===== src/rtl/sar_timing_engine.sv =====
module sar_timing_engine #(
  parameter int WIDTH      = 10,
  parameter int SETTLE_CYC = 2,
  parameter int MSB2_CYC   = 2
) (
  input  logic             clk,
  input  logic             rst_n,
  input  logic             start,
  input  logic             abort,
  input  logic             cmp_hi,
  output logic             hold,
  output logic             busy,
  output logic [WIDTH-1:0] trial,
  output logic [WIDTH-1:0] result,
  output logic             done
);
  localparam int DEC_MSB  = SETTLE_CYC + 1;
  localparam int DEC_MSB2 = DEC_MSB + MSB2_CYC;
  localparam int LAST     = DEC_MSB2 + WIDTH - 2;
  localparam int CW       = $clog2(LAST + 1);
  localparam logic [WIDTH-1:0] TOP = {1'b1, {(WIDTH-1){1'b0}}};

  logic [CW-1:0]    phase;
  logic [WIDTH-1:0] sar, mask, next_sar;
  logic             decide, last;
  int unsigned      pos;

  always_comb begin
    if (phase <= CW'(DEC_MSB))       pos = WIDTH - 1;
    else if (phase <= CW'(DEC_MSB2)) pos = WIDTH - 2;
    else                             pos = WIDTH - 2 + DEC_MSB2 - int'(phase);
  end

  assign mask     = {{(WIDTH-1){1'b0}}, 1'b1} << pos;
  assign decide   = busy && (phase == CW'(DEC_MSB) || phase >= CW'(DEC_MSB2));
  assign last     = decide && phase == CW'(LAST);
  assign next_sar = cmp_hi ? (sar | mask) : sar;
  assign trial    = busy ? (sar | mask) : '0;
  assign hold     = busy && phase == '0;

  always_ff @(posedge clk) begin
    if (!rst_n) begin
      busy   <= 1'b0;
      phase  <= '0;
      sar    <= '0;
      result <= '0;
      done   <= 1'b0;
    end else begin
      done <= 1'b0;
      if (abort) begin
        busy  <= 1'b0;
        phase <= '0;
        sar   <= '0;
      end else if (start) begin
        busy  <= 1'b1;
        phase <= '0;
        sar   <= '0;
      end else if (busy) begin
        if (last) begin
          busy   <= 1'b0;
          phase  <= '0;
          sar    <= '0;
          done   <= 1'b1;
          result <= next_sar ^ TOP;
        end else begin
          if (decide) sar <= next_sar;
          phase <= phase + 1'b1;
        end
      end
    end
  end

  p_hold_after_start_r1: assert property (@(posedge clk) disable iff (!rst_n)
    (start && !abort) |=> (hold && busy && trial == TOP));

  p_hold_single_r1: assert property (@(posedge clk) disable iff (!rst_n)
    (hold && !start) |=> !hold);

  p_settle_trial_r2: assert property (@(posedge clk) disable iff (!rst_n)
    (hold && !start && !abort) |=> (trial == TOP));

  p_done_pulse_r5: assert property (@(posedge clk) disable iff (!rst_n)
    done |=> !done);

  p_result_on_done_r5: assert property (@(posedge clk) disable iff (!rst_n)
    !$stable(result) |-> done);

  p_clear_at_done_r6: assert property (@(posedge clk) disable iff (!rst_n)
    done |-> (!busy && trial == '0));

  p_abort_no_done_r8: assert property (@(posedge clk) disable iff (!rst_n)
    abort |=> (!done && !busy && trial == '0));
endmodule


===== config.mk =====
export PLATFORM = sky130hd
export DESIGN_NAME = sar_timing_engine
export DESIGN_NICKNAME = d
export VERILOG_FILES = /design/src/rtl/sar_timing_engine.sv
export SDC_FILE = /design/constraint.sdc
export NUM_CORES = 1
export LEC_CHECK = 0
export CAP_MARGIN = 20
export CORE_UTILIZATION = 40
export CTS_CLUSTER_DIAMETER = 100
export CTS_CLUSTER_SIZE = 10
export DETAILED_ROUTE_END_ITERATION = 16
export HOLD_SLACK_MARGIN = 0.02
export PLACE_DENSITY = 0.67
export SLEW_MARGIN = 10
export SYNTH_ARGS = -nofsm -noshare
export SYNTH_HDL_FRONTEND = slang
export SYNTH_SLANG_ARGS = --single-unit

===== constraint.sdc =====
create_clock -name clk -period 5 [get_ports clk]
set_clock_uncertainty 0.1 [all_clocks]
set_input_delay 1.25 -clock clk [delete_from_list [all_inputs] [get_ports clk]]
set_output_delay 1.25 -clock clk [all_outputs]
set_load 0.005 [all_outputs]

==> impl_metrics.toml <==
[layout]
drive_gt1_share_pct = 7.25
final_common_cell = "clkdlybuf4s50_1"
final_nets = 206
final_cell_mix = "clkdlybuf4s50_1, nand2_1, dfxtp_1, nor2_1"
stdcell_area_mm2 = 0.00178
n_antenna_cell = 0
area_growth_syn_to_layout_pct = 22.9

[worst_setup_path]
path_cells = "inv_1 > ha_1 > nor3b_1 > a22o_1 > and3_1 > a22o_1 > clkdlybuf4s50_1"
crit_buf_inv = 2
worstSetupStartpointType = "flop"
arrival_ns = 2.94
cp-end-kind = "output port"
required_ns = 3.65
cp.depth = 7
path_class = "flop to output port"
cp_slowest_stage_delay_ns = 0.56
crit_top_cell = "a22o_1"
rr_worst_depth = 6
critPathMaxFanout = 11
crit_slowest_cell = "dfxtp_1"
crit_family = "buffers and inverters"

[power]
power_frac_clock_pct = 32.2
pwr-share-seq_pct = 62.7
p_int_uw = 260
p_comb_share_pct = 5.1
ir_worst_vdd_mv = 0.0853
swShare_pct = 22.2
pwr_density_cell_mw_per_mm2 = 187
p_leak_uw = 0.000633
p_switching_uw = 74.2

[floorplanning]
die_y_um = 62.2
start_util_pct = 42.5
io_pins = 28
die_area_mm2 = 0.00387
die_w_um = 62.2
rows = 21
core_area_mm2 = 0.00342

[logic_synthesis]
synth_seq_cells = 26
synthTopCellsByArea = "dfxtp_1, nand2_1, a22o_1, ha_1, a21oi_1"
yosysSeqAreaShare_pct = 35.9
muxShareOfSynthArea_pct = 1.38
ys_warn_count = 0
syn_inst = 169
synth_top_area_share_pct = 35.9
avgSynthCellArea_um2 = 8.59
yosysTopAreaCell = "dfxtp_1"
synth-xor-area-share_pct = 1.81
syn-cell-area_mm2 = 0.00145
synthSimpleGateAreaFrac_pct = 25.4
synth_nets = 181
synth_compound_gate_area_share_pct = 26.0
synth-adder-area-share_pct = 6.03
synth.distinct_cells = 45
synth_top_family_by_area = "compound AO/OA/AOI/OAI gates"

[sta]
maxSlewHeadroom_pct = 61.2
fmax_mhz = 233
setup_tns_ns = 0
post-route-period-util_pct = 85.7
rsz0062_at_grt = "false"
hold_viol = 0
finalSetupViolations = 0
min_period_ns = 4.29
maxSlewViolCount = 0
tightest_slew_ns = 0.579

[grt]
grt.overflow.total = 0
antenna_found_initial = 0
grt_usage_pct = 19.2
grt_pass1_vias = 1245
grt_pass1_wl_um = 5890
grt_max_degree = 16

[clock_tree]
cts-buffers-inserted = 3
clockRootBuffer = "clkbuf_4"
cts_resized = 0
clk_path_buf_depth = 2
cts.sinks = 26
cts_max_level = 1
clock_latency_ns = 0.32
path_clk_slew_ns = 0.14
cts_setup_buffers = 0
postCtsHoldBufs = 0
cts_tree = "done"

[status]
outcome = "completed"

[placed_design]
placed_area_mm2 = 0.00175
routabilityCongestion = 0.896
hpwl_um = 2560
numPortBuffers = 27

[drt]
wl_um = 3410
drtIter0Drc = 76
route.detailed.drc = 0
vias = 1330
ant_nets = 0
avgRoutedWirePerCell_um = 14.3
vias_per_cell = 5.56
drtPass1Iterations = 4

[hold_path]
hold_path_depth = 2
hp-class = "flop to flop"

[run]
maxCapViolations = 0
-- registers in the layout (all words and copies together) (netlist names) --
name,flops
phase,4
sar,10
busy,1
done,1
result,10
-- power by group through the flow --
stage	clock network [uW]	logic, uW	registers [uW]
floorplan	0	8.54	213
global placement	0	17.0	214
detailed placement	0	17.2	214
CTS	111	17.3	209
global route	124	18.6	210
finish	108	17.2	209
-- path summary, 6_finish.rpt --
check | endpoint | start | slack, ns
worst max-delay path | trial[4] | phase[1]$_SDFFE_PP0P_ | 0.71
worst max register to register | sar[0]$_SDFFE_PP0P_ | phase[1]$_SDFFE_PP0P_ | 2.54
worst min register to register | result[7]$_SDFFE_PN0P_ | result[7]$_SDFFE_PN0P_ | 0.36
worst min-delay path | result[7]$_SDFFE_PN0P_ | result[7]$_SDFFE_PN0P_ | 0.36
-- layer usage --
layer	vias to the layer above	GRT usage (%)	part of all wire, %
met5	-	0	0
met4	0	6.10	1.3
met3	5	2.21	3.1
met2	27	33.9	49
met1	637	24.2	47
li1	661	-	-
-- through the flow --
step	hold WS, ns	setup WS, ns	util, %	instances	total power, uW
floorplan	0.339	1.83	-	169	221
finish	0.363	0.713	52.2	239	334
global placement	0.340	1.21	51.2	235	231
CTS	0.366	0.742	52.2	239	338
global route	0.398	0.451	52.2	239	352
detailed placement	0.347	1.14	51.2	235	231
-- cells in the mapped netlist, drive strengths merged --
library cell	number
a211oi	1
a21o	1
a21oi	10
a22o	10
and2	1
and3	4
buf	5
clkbuf	3
dfxtp	26
ha	7
inv	3
mux2i	2
nand2	26
nand2b	6
nand3	5
nand3b	1
nand4	1
nand4b	1
nor2	11
nor2b	4
nor3	2
nor3b	1
nor4	1
o211a	1
o211ai	3
o21a	4
o21ai	10
o21ba	2
o221ai	2
o31ai	4
o32ai	2
o41ai	1
or2	1
or3	2
or3b	1
or4b	1
xnor2	1
xor2	2
-- final cells by class --
class                           instances  area [um^2]
Fill cell                             329         1630
Multi-Input combinational cell        132          881
Sequential cell                        26          520
Timing Repair Buffer                   28          278
Tap cell                               46         57.6
Clock buffer                            4         36.3
Inverter                                3         11.3
-- tightest hold or removal path, cell delays in order (launching register included) --
cell,delay (ns)
dfxtp_1,0.33
nand2_1,0.05
a21oi_1,0.05
-- logic make-up (layout without fill, tap and decap cells) --
| family | after synthesis | in the layout |
|---|---|---|
| AND/OR/NAND/NOR | 69 | 69 |
| AO/OA/AOI/OAI | 51 | 51 |
| flip-flops | 26 | 26 |
| buffers and inverters | 11 | 35 |
| adder cells (fa/ha/maj) | 7 | 7 |
| XOR/XNOR | 3 | 3 |
| multiplexers | 2 | 2 |
Power figures use the tool's default switching activity.
